==> src/rtl/nic_csr_pkg.sv <==
package nic_csr_pkg;
  localparam int CSR_W  = 16;
  localparam int EVT_N  = 7;
  localparam int MODE_W = 3;
  localparam int ERR_N  = 4;

  // Register 0 bit positions
  localparam int B_ERR    = 15;
  localparam int B_EVT_LO = 8;
  localparam int B_INTR   = 7;
  localparam int B_INEA   = 6;
  localparam int B_RXON   = 5;
  localparam int B_TXON   = 4;
  localparam int B_TDMD   = 3;
  localparam int B_STOP   = 2;
  localparam int B_STRT   = 1;
  localparam int B_INIT   = 0;

  typedef enum logic [1:0] {
    SEL_CMD     = 2'd0,
    SEL_BASE_LO = 2'd1,
    SEL_BASE_HI = 2'd2,
    SEL_MODE    = 2'd3
  } csr_sel_e;
endpackage

==> src/rtl/nic_csr_status.sv <==
module nic_csr_status #(
  parameter int N = 7
) (
  input  logic         clk,
  input  logic         rst,
  input  logic         clr_all,
  input  logic         w1c_we,
  input  logic [N-1:0] w1c_mask,
  input  logic [N-1:0] evt,
  input  logic         evt_en,
  output logic [N-1:0] status_q
);
  logic [N-1:0] keep;
  logic [N-1:0] seen;

  always_comb begin
    keep = w1c_we ? (status_q & ~w1c_mask) : status_q;
    seen = evt & {N{evt_en}};
  end

  always_ff @(posedge clk) begin
    if (rst || clr_all) status_q <= '0;
    else                status_q <= keep | seen;
  end
endmodule

==> src/rtl/nic_csr_cmd.sv <==
module nic_csr_cmd
  import nic_csr_pkg::*;
(
  input  logic             clk,
  input  logic             rst,
  input  logic             cmd_we,
  input  logic [CSR_W-1:0] wdata,
  output logic             stop_hit,
  output logic             stop_q,
  output logic             run_q,
  output logic             inea_q,
  output logic             init_pulse_q,
  output logic             tdmd_pulse_q
);
  logic go;
  logic unused_cmd_bits;

  assign stop_hit = cmd_we & wdata[B_STOP];
  assign go       = cmd_we & ~wdata[B_STOP];
  assign unused_cmd_bits = ^{wdata[B_ERR:B_EVT_LO], wdata[B_INTR], wdata[B_RXON], wdata[B_TXON]};

  always_ff @(posedge clk) begin
    if (rst) begin
      stop_q       <= 1'b1;
      run_q        <= 1'b0;
      inea_q       <= 1'b0;
      init_pulse_q <= 1'b0;
      tdmd_pulse_q <= 1'b0;
    end else begin
      init_pulse_q <= go & wdata[B_INIT];
      tdmd_pulse_q <= go & wdata[B_TDMD] & run_q;
      if (stop_hit) begin
        stop_q <= 1'b1;
        run_q  <= 1'b0;
        inea_q <= 1'b0;
      end else if (go) begin
        inea_q <= wdata[B_INEA];
        if (wdata[B_STRT]) begin
          stop_q <= 1'b0;
          run_q  <= 1'b1;
        end
        if (wdata[B_INIT]) stop_q <= 1'b0;
      end
    end
  end
endmodule

==> src/rtl/nic_csr_cfg.sv <==
module nic_csr_cfg
  import nic_csr_pkg::*;
#(
  parameter int HI_W = 8
) (
  input  logic              clk,
  input  logic              rst,
  input  logic              sel_we,
  input  logic [1:0]        sel_wdata,
  input  logic              data_we,
  input  logic              unlocked,
  input  logic [CSR_W-1:0]  wdata,
  output csr_sel_e          sel_q,
  output logic [CSR_W-1:0]  base_lo_q,
  output logic [HI_W-1:0]   base_hi_q,
  output logic [MODE_W-1:0] mode_q
);
  logic wr_ok;
  assign wr_ok = data_we & unlocked;

  always_ff @(posedge clk) begin
    if (rst) begin
      sel_q     <= SEL_CMD;
      base_lo_q <= '0;
      base_hi_q <= '0;
      mode_q    <= '0;
    end else begin
      if (sel_we) sel_q <= csr_sel_e'(sel_wdata);
      if (wr_ok && sel_q == SEL_BASE_LO) base_lo_q <= wdata;
      if (wr_ok && sel_q == SEL_BASE_HI) base_hi_q <= wdata[HI_W-1:0];
      if (wr_ok && sel_q == SEL_MODE)    mode_q    <= wdata[MODE_W-1:0];
    end
  end
endmodule

==> src/rtl/nic_csr_bank.sv <==
module nic_csr_bank
  import nic_csr_pkg::*;
#(
  parameter int HI_W = 8,
  localparam int ADDR_W = CSR_W + HI_W
) (
  input  logic              clk,
  input  logic              rst,
  input  logic              host_addr_we,
  input  logic              host_data_we,
  input  logic [CSR_W-1:0]  host_wdata,
  output logic [CSR_W-1:0]  host_rdata,
  input  logic [EVT_N-1:0]  mac_evt,
  output logic              irq,
  output logic              init_req,
  output logic              tx_demand,
  output logic              rx_en,
  output logic              tx_en,
  output logic              stopped,
  output logic [ADDR_W-1:0] init_addr,
  output logic [MODE_W-1:0] bus_mode
);
  csr_sel_e          sel_q;
  logic [CSR_W-1:0]  base_lo_q;
  logic [HI_W-1:0]   base_hi_q;
  logic [MODE_W-1:0] mode_q;
  logic [EVT_N-1:0]  status_q;
  logic              stop_hit, stop_q, run_q, inea_q, init_pulse_q, tdmd_pulse_q;
  logic              cmd_we, err_sum, intr_sum;
  logic [CSR_W-1:0]  rd_mux;

  assign cmd_we = host_data_we & (sel_q == SEL_CMD);

  nic_csr_cfg #(.HI_W(HI_W)) u_cfg (
    .clk(clk), .rst(rst),
    .sel_we(host_addr_we), .sel_wdata(host_wdata[1:0]),
    .data_we(host_data_we), .unlocked(stop_q), .wdata(host_wdata),
    .sel_q(sel_q), .base_lo_q(base_lo_q), .base_hi_q(base_hi_q), .mode_q(mode_q)
  );

  nic_csr_cmd u_cmd (
    .clk(clk), .rst(rst), .cmd_we(cmd_we), .wdata(host_wdata),
    .stop_hit(stop_hit), .stop_q(stop_q), .run_q(run_q), .inea_q(inea_q),
    .init_pulse_q(init_pulse_q), .tdmd_pulse_q(tdmd_pulse_q)
  );

  nic_csr_status #(.N(EVT_N)) u_status (
    .clk(clk), .rst(rst), .clr_all(stop_hit),
    .w1c_we(cmd_we), .w1c_mask(host_wdata[B_ERR-1:B_EVT_LO]),
    .evt(mac_evt), .evt_en(~stop_q), .status_q(status_q)
  );

  assign err_sum  = |status_q[EVT_N-1:EVT_N-ERR_N];
  assign intr_sum = |status_q;

  always_comb begin
    rd_mux = '0;
    unique case (sel_q)
      SEL_CMD: begin
        rd_mux[B_ERR]              = err_sum;
        rd_mux[B_ERR-1:B_EVT_LO]   = status_q;
        rd_mux[B_INTR]             = intr_sum;
        rd_mux[B_INEA]             = inea_q;
        rd_mux[B_RXON]             = run_q;
        rd_mux[B_TXON]             = run_q;
        rd_mux[B_STOP]             = stop_q;
      end
      SEL_BASE_LO: rd_mux = base_lo_q;
      SEL_BASE_HI: rd_mux[HI_W-1:0] = base_hi_q;
      SEL_MODE:    rd_mux[MODE_W-1:0] = mode_q;
      default:     rd_mux = '0;
    endcase
  end

  always_ff @(posedge clk) begin
    if (rst) host_rdata <= '0;
    else     host_rdata <= rd_mux;
  end

  assign irq       = intr_sum & inea_q;
  assign init_req  = init_pulse_q;
  assign tx_demand = tdmd_pulse_q;
  assign rx_en     = run_q;
  assign tx_en     = run_q;
  assign stopped   = stop_q;
  assign init_addr = {base_hi_q, base_lo_q};
  assign bus_mode  = mode_q;
endmodule

==> config.mk <==
export PLATFORM = sky130hd
export DESIGN_NAME = nic_csr_bank
export DESIGN_NICKNAME = d
export VERILOG_FILES = /design/src/rtl/nic_csr_pkg.sv /design/src/rtl/nic_csr_status.sv /design/src/rtl/nic_csr_cmd.sv /design/src/rtl/nic_csr_cfg.sv /design/src/rtl/nic_csr_bank.sv
export SDC_FILE = /design/constraint.sdc
export NUM_CORES = 1
export LEC_CHECK = 0
export ABC_AREA = 1
export BUFFER_PORTS_ARGS = -buffer_cell sky130_fd_sc_hd__buf_4
export CAP_MARGIN = 20
export CORE_MARGIN = 1
export CORE_UTILIZATION = 45
export CTS_CLUSTER_DIAMETER = 30
export CTS_CLUSTER_SIZE = 40
export DETAILED_ROUTE_END_ITERATION = 16
export PLACE_DENSITY = 0.75
export SETUP_SLACK_MARGIN = 0.15
export SLEW_MARGIN = 5
export SYNTH_ARGS = -nofsm -noshare
export SYNTH_HDL_FRONTEND = slang
export SYNTH_SLANG_ARGS = --single-unit
==> constraint.sdc <==
create_clock -name clk -period 1.4 [get_ports clk]
set_clock_uncertainty 0.1 [all_clocks]
set_input_delay 0.21 -clock clk [delete_from_list [all_inputs] [get_ports clk]]
set_output_delay 0.21 -clock clk [all_outputs]
set_load 0.01 [all_outputs]
* After elaboration in Yosys (flattened, before gate mapping) *
Index checks and enable logic that the tools add are counted.

storage, ports and cells
  ROM bits = 0
  output and inout port bits = 49
  bits in latches = 0
  bits of input ports = 27
  flip-flop bits (word level) = 57
  memories = 0
  RAM bits = 0
  word-level logic and storage cells = 47

operators by class
  add/sub/neg operators = 0
  equality and inequality tests = 3
  bitwise gates (word level) = 14
  reduce and logical (&&, ||, !) cells = 11
  shifts and indexed selects = 0
  mux-type cells = 8
  multipliers = 0
  div/mod/pow operators = 0
  magnitude comparators = 0

operators by type and width
  kind                                                             count
  8-bit case mux with 2 select lines                               1
  7-bit AND                                                        2
  4-bit case mux with 3 select lines                               1
  1-bit AND                                                        8
  7-bit 2-to-1 mux                                                 1
  7-bit NOT                                                        1
  7-bit OR                                                         1
  7-bit OR reduction                                               1
  2-bit case mux with 3 select lines                               1
  2-bit == test, second input constant                             2
  1-bit case mux with 4 select lines                               1
  2-bit AND reduction                                              2
  4-bit OR reduction                                               1
  1-bit logical AND                                                3
  2-bit by 1-bit == test with 1-bit output, second input constant  1
  2-bit zero test                                                  1
  1-bit 2-to-1 mux                                                 2
  1-bit NOT                                                        2
  1-bit case mux with 2 select lines                               1
  2-bit nonzero test                                               1
  2-bit OR reduction                                               1
  1-bit logical OR                                                 1

* Logic depth before layout (Yosys ltp) *
Gate-level depths: netlist (run 1).

  depth in word-level cells = 5
  mapped depth = 7
  depth with buffers taken out = 7

* By module *
Synthesis (run 1) repeated with hierarchy kept, for this count alone.

unflattened totals
  cell total of the unflattened synthesis = 357
  area total of the unflattened synthesis = 2,498.6 sq um

by module, submodules not included
  module          instances  cells an instance  area each (sq um)  seq. area each (sq um)
  nic_csr_cfg     1          178                1,206.2            580.6
  nic_csr_bank    1          111                790.8              320.3
  nic_csr_status  1          37                 297.8              140.1
  nic_csr_cmd     1          31                 203.9              100.1

* Worst setup path before layout (run 1) *
Ideal clock, no wire load.

  path type = register to register
  start point = register u_cfg.sel_q[0]
  end point = register u_cmd.stop_q
  slack = 72 ps
  clock period less this slack = 1,328 ps
  cell stages (with the launch flop) = 8
  required time = 1,183 ps
  path buffers = 0
  arrival = 1,110 ps
  setup time = 117 ps
  path through = dfxtp_1 inv_1 ha_1 nand2_2 inv_4 nand2_2 o211ai_2 nand2_1

between the ends
  cells in the longest elaborated chain, start to end = 4
  elaborated cells between the ends (all ways) = 6
  those cells by class = bitwise: 3; reduce/logical: 3

ends and longest elaborated chain
  element                                                                     line                                  RTL
  from (decl)                                                                 nic_csr_cfg.sv:13                     output csr_sel_e sel_q,
  from (signal assigned)                                                      nic_csr_cfg.sv:28                     if (sel_we) sel_q <= csr_sel_e'(sel_wdata);
  2-bit zero test *                                                           nic_csr_bank.sv:32                    assign cmd_we = host_data_we & (sel_q == SEL_CMD);
  1-bit AND *                                                                 nic_csr_bank.sv:32
  1-bit AND (on tied branches)                                                nic_csr_cmd.sv:19, nic_csr_cmd.sv:18
  2-bit AND reduction (no source line) or 2-bit OR reduction (tied branches)  -
  to (signal assigned)                                                        nic_csr_cmd.sv:24                     stop_q <= 1'b1;
  to (signal assigned)                                                        nic_csr_cmd.sv:33                     stop_q <= 1'b1;
  to (signal assigned)                                                        nic_csr_cmd.sv:39                     stop_q <= 1'b0;
  to (decl)                                                                   nic_csr_cmd.sv:9                      output logic stop_q,

Mark *: on every way between the ends. The rest lies on a longest branch, timed or not.
A chain may end at the register's enable or synchronous reset.

* Final worst setup path (run 1) *
  start point = register u_status.status_q[1]
  end point = output irq

between the ends
  cells in the longest elaborated chain, start to end = 2

ends and longest elaborated chain
  element                 line                  RTL
  from (decl)             nic_csr_status.sv:11  output logic [N-1:0] status_q
  from (signal assigned)  nic_csr_status.sv:23  else status_q <= keep | seen;
  7-bit OR reduction      nic_csr_bank.sv:54    assign intr_sum = |status_q;
  1-bit AND               nic_csr_bank.sv:80    assign irq = intr_sum & inea_q;
  to (decl)               nic_csr_bank.sv:14    output logic irq,

No other way between the ends.

==> results of run 1 <==
==> critical path: stages, from the launching register on <==
cell and delay [ps]:
dfxtp_1 340, nor2_1 150, nand2_1 100, o21a_1 190
buf_6 120
==> worst max-delay path by stage <==
stage / slack (ps) / end / cells after the start / from
floorplan: 130 / u_cfg.base_hi_q[6] / 6 / u_cfg.sel_q[0]
global placement: 60 / u_cfg.base_hi_q[0] / 5 / u_cfg.sel_q[1]
CTS: -90 / irq / 4 / u_status.status_q[5]
global route: -190 / irq / 4 / u_status.status_q[1]
finish: -160 / irq / 4 / u_status.status_q[1]
detailed placement: 20 / u_cfg.base_hi_q[3] / 5 / u_cfg.sel_q[1]
==> flip-flops by register name, summed over array words and instances, names as in the netlist <==
signal,flops
host_rdata,16
u_cfg.base_hi_q,8
u_cfg.base_lo_q,16
u_cfg.mode_q,3
u_cfg.sel_q,2
u_cmd.inea_q,1
u_cmd.init_pulse_q,1
u_cmd.run_q,1
u_cmd.stop_q,1
u_cmd.tdmd_pulse_q,1
u_status.status_q,7
==> cells by family (layout without fill, tap and decap cells) <==
family | count (synthesis) | in the layout | share of synthesized area [%]
compound gates | 88 | 88 | 21.04
buf+inv | 57 | 162 | 11.29
fa+ha+maj | 6 | 6 | 3.304
flops | 57 | 57 | 50.22
simple gates | 80 | 81 | 14.15
==> cell usage after synthesis, drive strengths merged, types with 2 or more instances <==
cell type	count	area share (%)
buf	8	3.0
nand3	4	1.3
o21ai	31	7.3
nor2	10	1.7
o211ai	6	2.2
dfxtp	57	50
clkbuf	3	0.61
inv	46	7.7
nand2	65	11
a31oi	2	0.55
a21oi	47	10
ha	6	3.3
==> layout make-up <==
| type | instances | area [µm²] |
|---|---|---|
| clock buffer | 13 | 158.9 |
| clock inverter | 3 | 15.01 |
| fill | 294 | 1086 |
| inverter | 46 | 190.2 |
| multi-input combinational | 175 | 1249 |
| sequential | 57 | 1155 |
| tap | 67 | 83.83 |
| timing repair buffer | 100 | 848.3 |
==> what timing repair did <==
action	CTS	global route
resized for setup	47	70
cloned	1	2
pin swaps	7	28
hold buffers	1	0
endpoints found under the hold margin	1	0
setup endpoints to repair	49	47
buffers inserted	5	7
==> power groups by stage <==
stage | Clock [mW] | Sequential, mW | Combinational [mW]
CTS | 1.38 | 1.74 | 0.542
global route | 1.45 | 1.75 | 0.731
global placement | 0 | 1.77 | 0.464
finish | 1.38 | 1.75 | 0.692
floorplan | 0 | 1.79 | 0.214
detailed placement | 0 | 1.77 | 0.472
==> through the flow <==
stage          setup TNS (ps)  hold slack (ps)  area (µm²)  std cells
3_5_place_dp                0            319.6        2958        429
2_1_floorplan               0            186.8        2305        288
3_3_place_gp                0            316.5        2958        429
6_report               -158.6            19.50        3700        461
4_1_cts                -88.55            10.81        3334        452
5_1_grt                -193.6            21.26        3700        461
==> metal layers <==
layer  wire length (µm)  vias up  global-route usage, %
met5                  0        -                      0
met4                212        0                  13.29
met3                559       22                  5.525
met2               3944      149                  41.36
met1               3065     1142                  30.76
li1                   -     1133                      -
==> results by group, run 1 <==
Worst hold path
  • WHS Path Cells: 2
  • Min-delay worst type: input pin to flip-flop
  • Hold EP: u_cfg.sel_q[1]
  • Worst Min Path Start: rst

Floorplan
  • Chip Height: 73.06 µm
  • Io pins: 76
  • Rows: 25
  • Die Area: 5338 µm²
  • Core area: 4786 µm²
  • Die width: 73.06 µm
  • Starting Density: 47.48%

Critical path
  • CP endpoint kind: output pin
  • Worst reg2reg path depth: 6
  • Worst EP arrival: 1250 ps
  • CP Data Required Time: 1090 ps
  • Crit path kind: flip-flop to output pin
  • Crit Reg-Reg Startpoint: u_cfg.sel_q[0]
  • RR Endpoint: u_cmd.run_q
  • Register-to-register setup slack: 50 ps
  • Critical path fanouts, max: 3
  • Startpoint types: flip-flop

Pwr
  • Clock power share: 36.2%
  • P_sw: 1.088 mW
  • P_int: 2.735 mW
  • Design Power: 3.822 mW
  • P_leak: 1.539 nW
  • PD cells: 1033 nW/µm²
  • Max IR drop VDD: 778.2 µV
  • Comb power frac: 18.1%
  • Switching share of power: 28.45%
  • Seq pwr share: 45.7%

Run status
  • Failing checks: setup timing
  • Outcome: finished with violations

Global routing
  • Initial antenna violation count: 0
  • GRT overflow: 0
  • First-pass GRT wire length: 9970 µm
  • GR Util All Layers: 25.18%
  • Vias in the first global route: 2146
  • Largest net degree at the start of global routing: 32

CTS
  • Reg clk slew, reported paths: 60 ps
  • Root Driver: clkbuf_8
  • CTS tree: built
  • Clock Path Buffers: 2
  • CTS Buf Count: 9
  • H-Tree Depth: 3
  • Clock sinks: 57
  • Clock Latency Late Sink: 340 ps

STA
  • Worst setup margin: -158.6 ps
  • Max-slew violation count: 0
  • Final Hold Viols: 0
  • Slew Limit Headroom: 76.64%
  • Worst-margin pin slew: 350.0 ps
  • Min cycle time layout: 1559 ps
  • Final worst-path cycle share: 111.3%
  • Final Setup Violations: 1
  • RSZ-0062 raised after global routing: true
  • Peak Freq: 641.6 MHz

Synth
  • Mapped Area: 2272 µm²
  • Sequential area share after synthesis: 50.22%
  • Post-synthesis instance total: 288
  • Ys flop type: dfxtp_1
  • Syn Nets: 321
  • FFs w/ async S/R, synth: 0%
  • Yosys warnings: 0
  • Yosys reg bits: 57
  • Post-synth EDFFs: 0
  • Post-synth cell types: 25
  • Syn avg cell area: 7.890 µm²

Final layout
  • Final nets: 422
  • Fin util: 77.31%
  • Inserted Diodes: 0
  • Most common cell after layout, fill and taps aside: buf_4
  • Most frequent cells in the layout: buf_4, nand2_1, dfxtp_1, inv_1, a21oi_1
  • Fraction of layout cells with a size suffix above 1: 48.22%
  • Area Overhead vs Synth: 62.83%

Drt
  • Wire length per cell: 16.88 µm
  • DR pass1 iterations: 5
  • Remaining DRCs: 0
  • Post-route ant nets: 0
  • Vias per cell: 5.306
  • Starting DRT DRC Count: 215
  • Drt total wl: 7782 µm
  • Via count: 2446

Place
  • DP HPWL: 4290 µm
  • Routability cong.: 0.8475
  • IO Port Bufs: 75
  • Pre-CTS setup slack: 19.78 ps

Flow run
  • Max Cap Viol: 0
Power figures use the tool's default switching activity.
==> run 2, diff against run 1 <==
Settings changed: SKIP_LAST_GASP from default to 1.
==> results by group, run 2 (synthesized netlist as in run 1, its figures left out) <==
Critical path
  • CP endpoint kind: output pin
  • WP buf/inv: 1 (unchanged)
  • Worst EP arrival: 1220 ps (-30 ps)
  • Startpoint types: flip-flop
  • Crit Reg-Reg Startpoint: u_cfg.sel_q[0]
  • Worst path slowest cell: dfxtp_2
  • Critical path fanouts, max: 3 (unchanged)
  • Crit path cell chain: nor2_2 > nand2_1 > o21a_1 > buf_6
  • Worst path top cell family by delay: flip-flops
  • Slowest stage delay, CP: 340 ps (about the same)
  • Crit path kind: flip-flop to output pin
  • Worst reg2reg path depth: 6 (unchanged)
  • Register-to-register setup slack: -10 ps (-60 ps)
  • CP Data Required Time: 1090 ps (about the same)
  • RR Endpoint: u_status.status_q[4]

Drt
  • Via count: 2420 (-1.1%)
  • Drt total wl: 7682 µm (-1.3%)
  • DR pass1 iterations: 5 (unchanged)
  • Remaining DRCs: 0 (unchanged)
  • Post-route ant nets: 0 (unchanged)
  • Starting DRT DRC Count: 238 (+11%)
  • Wire length per cell: 16.63 µm (-1.5%)
  • Vias per cell: 5.238 (-1.3%)

Final layout
  • Inserted Diodes: 0 (unchanged)
  • Area Overhead vs Synth: 61.67%
  • Most common cell after layout, fill and taps aside: buf_4
  • Fraction of layout cells with a size suffix above 1: 45.82% (-2.4 points)
  • Most frequent cells in the layout: buf_4, nand2_1, dfxtp_1, inv_1, a21oi_1
  • Fill cells: 299 (+1.7%)
  • Biggest regs: host_rdata (16), u_cfg.base_lo_q (16), u_cfg.base_hi_q (8)
  • Final nets: 423 (+0.24%)

Worst hold path
  • Hold EP: u_cfg.sel_q[1]
  • Worst Min Path Start: rst
  • WHS Path Cells: 2 (unchanged)
  • Min-delay worst type: input pin to flip-flop

Floorplan
  • Io pins: 76 (unchanged)
  • Starting Density: 47.48% (unchanged)
  • Chip Height: 73.06 µm (unchanged)
  • Die width: 73.06 µm (unchanged)
  • Die Area: 5338 µm² (unchanged)
  • Rows: 25 (unchanged)
  • Core area: 4786 µm² (unchanged)

STA
  • Min cycle time layout: 1528 ps (-30.56 ps)
  • RSZ-0062 raised after global routing: true
  • Setup_tns: -136.5 ps (+22.08 ps)
  • Slew Limit Headroom: 75.67% (-0.97 points)
  • Worst setup margin: -128.0 ps (+30.56 ps)
  • Final Hold Viols: 0 (unchanged)
  • Peak Freq: 654.4 MHz (+2.0%)
  • Max-slew violation count: 0 (unchanged)
  • Worst-margin pin slew: 364.6 ps (+14.55 ps)
  • Final worst-path cycle share: 109.1% (-2.2 points)
  • Final Setup Violations: 4 (+3)

Run status
  • Outcome: finished with violations
  • Failing checks: setup timing

CTS
  • CTS tree: built
  • Clock sinks: 57 (unchanged)
  • H-Tree Depth: 3 (unchanged)
  • Clock Latency Late Sink: 340 ps (about the same)
  • Root Driver: clkbuf_8
  • CTS Buf Count: 9 (unchanged)
  • Clock Path Buffers: 2 (unchanged)
  • Reg clk slew, reported paths: 60 ps (about the same)

Pwr
  • Max IR drop VDD: 815.2 µV (+4.8%)
  • PD cells: 1040 nW/µm² (+0.64%)
  • Seq pwr share: 45.8% (about the same)
  • Clock power share: 36.0% (-0.2 points)
  • P_int: 2.747 mW (+0.44%)
  • P_leak: 1.548 nW (+0.59%)
  • Comb power frac: 18.2% (about the same)
  • Switching share of power: 28.09% (-0.37 points)
  • P_sw: 1.073 mW (-1.4%)

Global routing
  • GR Util All Layers: 24.79% (-0.38 points)
  • Global routing's busiest layer: met2
  • Met3 Usage GRT: 5.525% (unchanged)
  • Initial antenna violation count: 0 (unchanged)
  • First-pass GRT wire length: 9867 µm (-1.0%)
  • Met2 Use GR: 39.92% (-1.4 points)
  • GRT overflow: 0 (unchanged)
  • Largest net degree at the start of global routing: 32 (unchanged)
  • Global Route met1 Usage: 30.68% (-0.087 points)
  • Vias in the first global route: 2153 (+0.33%)

Place
  • Routability cong.: 0.8475 (unchanged)
  • DP HPWL: 4290 µm (unchanged)
  • Pre-CTS setup slack: 19.78 ps (unchanged)
  • IO Port Bufs: 75 (unchanged)

Flow run
  • Max Cap Viol: 0 (unchanged)
## run 2: changes by cell type in the layout (fill, tap and decap cells not counted), sizes merged
cell / delta
clkbuf: +1
## run 2: area by class of cell
type / count / area [µm²] / area share [%]
clock buffer: 13 / 158.9 / 4.326
clock inverter: 3 / 15.01 / 0.4087
inverter: 46 / 192.7 / 5.245
multi-input combinational: 175 / 1186 / 32.29
sequential: 57 / 1154 / 31.40
tap: 67 / 83.83 / 2.282
timing repair buffer: 101 / 883.3 / 24.05
## run 2: timing repair
action	CTS	global route
hold buffers	1	0
endpoints found under the setup margin	49	45
pin swaps	7	17
gates cloned	1	3
resized for setup	34	70
buffers inserted	5	7
endpoints found under the hold margin	1	0
## run 2: per-layer routing
layer,part of all wire [%],up-vias
li1,-,1141
met4,2.7,0
met2,49,142
met3,7.3,22
met5,0,-
met1,41,1115
## run 2: power by group through the flow
stage | clock network [mW] | logic, mW | registers, mW
after detailed placement | 0 | 0.472 | 1.77
after CTS | 1.38 | 0.529 | 1.74
after floorplan | 0 | 0.214 | 1.79
final | 1.38 | 0.694 | 1.75
after global routing | 1.44 | 0.732 | 1.75
after global placement | 0 | 0.464 | 1.77
## run 2: how the worst max path moves through the flow
stage / to / cells after the start / startpoint
global route: irq / 4 / u_status.status_q[2]
CTS: irq / 4 / u_status.status_q[5]
global placement: u_cfg.base_hi_q[0] / 5 / u_cfg.sel_q[1]
detailed placement: u_cfg.base_hi_q[3] / 5 / u_cfg.sel_q[1]
finish: irq / 4 / u_status.status_q[2]
floorplan: u_cfg.base_hi_q[6] / 6 / u_cfg.sel_q[0]
## run 2: through the flow
stage | power, mW | hold slack, ps | utilization, % | instances | area (µm²)
finish | 3.819 | 36.51 | 76.76 | 462 | 3674
global route | 3.931 | 32.17 | 76.76 | 462 | 3674
CTS | 3.649 | 10.81 | 68.63 | 452 | 3284
detailed placement | 2.246 | 319.6 | 61.80 | 429 | 2958
global placement | 2.237 | 316.5 | 61.80 | 429 | 2958
floorplan | 2.006 | 186.8 | - | 288 | 2305
==> run 3, diff against run 2 <==
Settings changed: ABC_AREA 1 to default, CORE_UTILIZATION 45 to 44.
==> results by group, run 3 <==
Run status
  • Outcome: finished with violations
  • Failing checks: setup timing

Floorplan
  • Io pins: 76 (unchanged)
  • Core area: 4723 µm² (-1.3%)
  • Rows: 25 (unchanged)
  • Die width: 71.98 µm (-1.5%)
  • Chip Height: 71.98 µm (-1.5%)
  • Starting Density: 45.62% (-1.9 points)
  • Die Area: 5180 µm² (-2.9%)

STA
  • Final Setup Violations: 35 (+31)
  • Setup_tns: -2828 ps (-2692 ps)
  • Worst-margin pin slew: 454.4 ps (+89.80 ps)
  • Slew Limit Headroom: 69.71% (-6.0 points)
  • Final Hold Viols: 0 (unchanged)
  • Worst setup margin: -612.8 ps (-484.8 ps)
  • Final worst-path cycle share: 143.8% (+35 points)
  • Min cycle time layout: 2013 ps (+484.8 ps)
  • RSZ-0062 raised after global routing: true
  • Peak Freq: 496.8 MHz (-24%)
  • Max-slew violation count: 0 (unchanged)

Synth
  • Ys flop type: dfxtp_1
  • Most common cell in the netlist: dfxtp_1
  • Most frequent cells after synthesis: dfxtp_1, nand2_1, nor2_1
  • Post-synth cell types: 28 (+12%)
  • Yosys warnings: 0 (unchanged)
  • Most area-consuming cells after synthesis: dfxtp_1, a22oi_1, nand2_1
  • Syn Nets: 264 (-18%)
  • Yosys reg bits: 57 (unchanged)
  • Yosys top cell area share: 52.96% (+2.7 points)
  • Sequential area share after synthesis: 52.96% (+2.7 points)
  • Post-synth EDFFs: 0 (unchanged)
  • Synth area leader: dfxtp_1
  • FFs w/ async S/R, synth: 0% (unchanged)
  • Post-synthesis instance total: 231 (-20%)
  • Syn avg cell area: 9.327 µm² (+18%)
  • Mapped Area: 2155 µm² (-5.2%)

CTS
  • H-Tree Depth: 3 (unchanged)
  • Reg clk slew, reported paths: 70 ps (about the same)
  • CTS Buf Count: 9 (unchanged)
  • Clock sinks: 57 (unchanged)
  • Clock Latency Late Sink: 350 ps (about the same)
  • Root Driver: clkbuf_8
  • CTS tree: built
  • Clock Path Buffers: 2 (unchanged)
  • Hold buffer count at cts: 0 (-1)

Drt
  • DR pass1 iterations: 5 (unchanged)
  • Starting DRT DRC Count: 186 (-22%)
  • Vias per cell: 5.820 (+11%)
  • Drt total wl: 8922 µm (+16%)
  • Via count: 2421 (+0.041%)
  • Remaining DRCs: 0 (unchanged)
  • Post-route ant nets: 0 (unchanged)
  • Wire length per cell: 21.45 µm (+29%)

Place
  • DP HPWL: 3909 µm (-8.9%)
  • Routability cong.: 0.7662 (-9.6%)
  • IO Port Bufs: 75 (unchanged)

Flow run
  • Max Cap Viol: 0 (unchanged)

Final layout
  • Fill cells: 235 (-21%)
  • Fin util: 84.08% (+7.3 points)
  • Most frequent cells in the layout: buf_4, dfxtp_1, nor2_1, a21oi_2, buf_6
  • Biggest regs: host_rdata (16), u_cfg.base_lo_q (16), u_cfg.base_hi_q (8)
  • Fraction of layout cells with a size suffix above 1: 66.48% (+21 points)
  • Inserted Diodes: 0 (unchanged)
  • Most common cell after layout, fill and taps aside: buf_4
  • Final nets: 378 (-11%)
  • Area Overhead vs Synth: 84.32%

Pwr
  • Max IR drop VDD: 892.3 µV (+9.5%)
  • P_leak: 1.657 nW (+7.0%)
  • PD cells: 1027 nW/µm² (-1.2%)
  • Design Power: 4.080 mW (+6.8%)

Critical path
  • Worst EP arrival: 1700 ps (+480 ps)
  • Startpoint types: flip-flop
  • Crit Reg-Reg Startpoint: u_status.status_q[4]
  • CP Data Required Time: 1090 ps (about the same)
  • Crit path kind: flip-flop to output pin
  • Worst reg2reg path depth: 5 (-1)
  • CP Launch Point: u_status.status_q[4]
  • Critical path fanouts, max: 2 (-1)
  • RR Endpoint: host_rdata[7]
  • CP endpoint kind: output pin
  • Register-to-register setup slack: -370 ps (-360 ps)

Worst hold path
  • Hold EP: u_cfg.base_hi_q[4]
  • WHS Path Cells: 3 (+1)
  • Min-delay worst type: input pin to flip-flop
  • Worst Min Path Start: host_wdata[4]

Global routing
  • Initial antenna violation count: 0 (unchanged)
  • First-pass GRT wire length: 10870 µm (+10%)
  • GRT overflow: 0 (unchanged)
  • Vias in the first global route: 2203 (+2.3%)
  • Largest net degree at the start of global routing: 29 (-9.4%)
  • GR Util All Layers: 28.27% (+3.5 points)
==> run 3: cell count changes after synthesis, moves of 5 or more <==
cell      previous run  this run
a22oi_1              0        18
nor2_1              10        29
inv_1               44         4
nand3_1              2        10
o21ai_1             14         0
nand2_1             63        35
o21ai_0             16         1
a222oi_1             0         5
o211ai_1             5         0
clkbuf_1             1         7
a21oi_1             47        19
mux2i_1              0        13
==> run 3: timing repair <==
item | in CTS | in global routing
endpoints found under the setup margin | 45 | 60
pin swaps | 43 | 48
resized for setup | 65 | 76
cloned | 4 | 0
buffers inserted | 20 | 6
==> run 3: metrics by stage <==
step                setup slack, ps  hold slack, ps  cell area [µm²]  instances
floorplan                    -106.7           185.5             2337        231
global placement             -215.0           350.0             2957        371
detailed placement           -224.3           355.9             2957        371
CTS                          -581.6           16.96             3592        410
global route                 -636.6           3.352             3971        416
finish                       -612.8           12.52             3971        416
==> run 3: logic make-up after synthesis <==
| kind of cell | Yosys count | share of synthesized area, % |
|---|---|---|
| buffers and inverters | 20 | 4.239 |
| AO/OA/AOI/OAI | 48 | 15.68 |
| flip-flops | 57 | 52.96 |
| AND/OR/NAND/NOR | 87 | 17.60 |
| adder cells (fa/ha/maj) | 6 | 3.484 |
| multiplexers | 13 | 6.039 |
==> run 3: worst max-delay path, cell delays in order (launching register included) <==
cell	delay, ps
dfxtp_2	320
or4_4	540
o41a_1	340
buf_4	150
==> run 3: how the worst max path moves through the flow <==
stage / endpoint / slack (ps) / cells after the start
2_1_floorplan: irq / -110 / 2
3_3_place_gp: irq / -210 / 3
3_5_place_dp: irq / -220 / 3
4_1_cts: irq / -580 / 3
5_1_grt: irq / -640 / 3
6_report: irq / -610 / 3
==> run 3: report_power, final <==
| group | internal (mW) | total, mW | switching [mW] |
|---|---|---|---|
| combinational | 0.397 | 0.771 | 0.374 |
| sequential | 1.67 | 1.74 | 0.0646 |
| clock | 0.903 | 1.57 | 0.668 |
| total | 2.97 | 4.08 | 1.11 |
==> run 3: per-layer routing <==
| layer | vias to the layer above | routed length, µm | global-route usage, % |
|---|---|---|---|
| met2 | 149 | 4434 | 47.90 |
| li1 | 1052 | - | - |
| met4 | 0 | 503 | 16.78 |
| met3 | 46 | 712 | 7.500 |
| met1 | 1174 | 3271 | 32.06 |
| met5 | - | 0 | 0 |
==> run 3: layout make-up <==
| type | count | area, µm² | area share [%] |
|---|---|---|---|
| multi-input cells | 156 | 1503 | 37.84 |
| flip-flops and latches | 57 | 1157 | 29.14 |
| repair buffers | 117 | 1012 | 25.49 |
| clock buffers | 12 | 155.1 | 3.907 |
| well taps | 67 | 83.83 | 2.111 |
| clock inverters | 3 | 40.04 | 1.008 |
| inverters | 4 | 20.02 | 0.5041 |
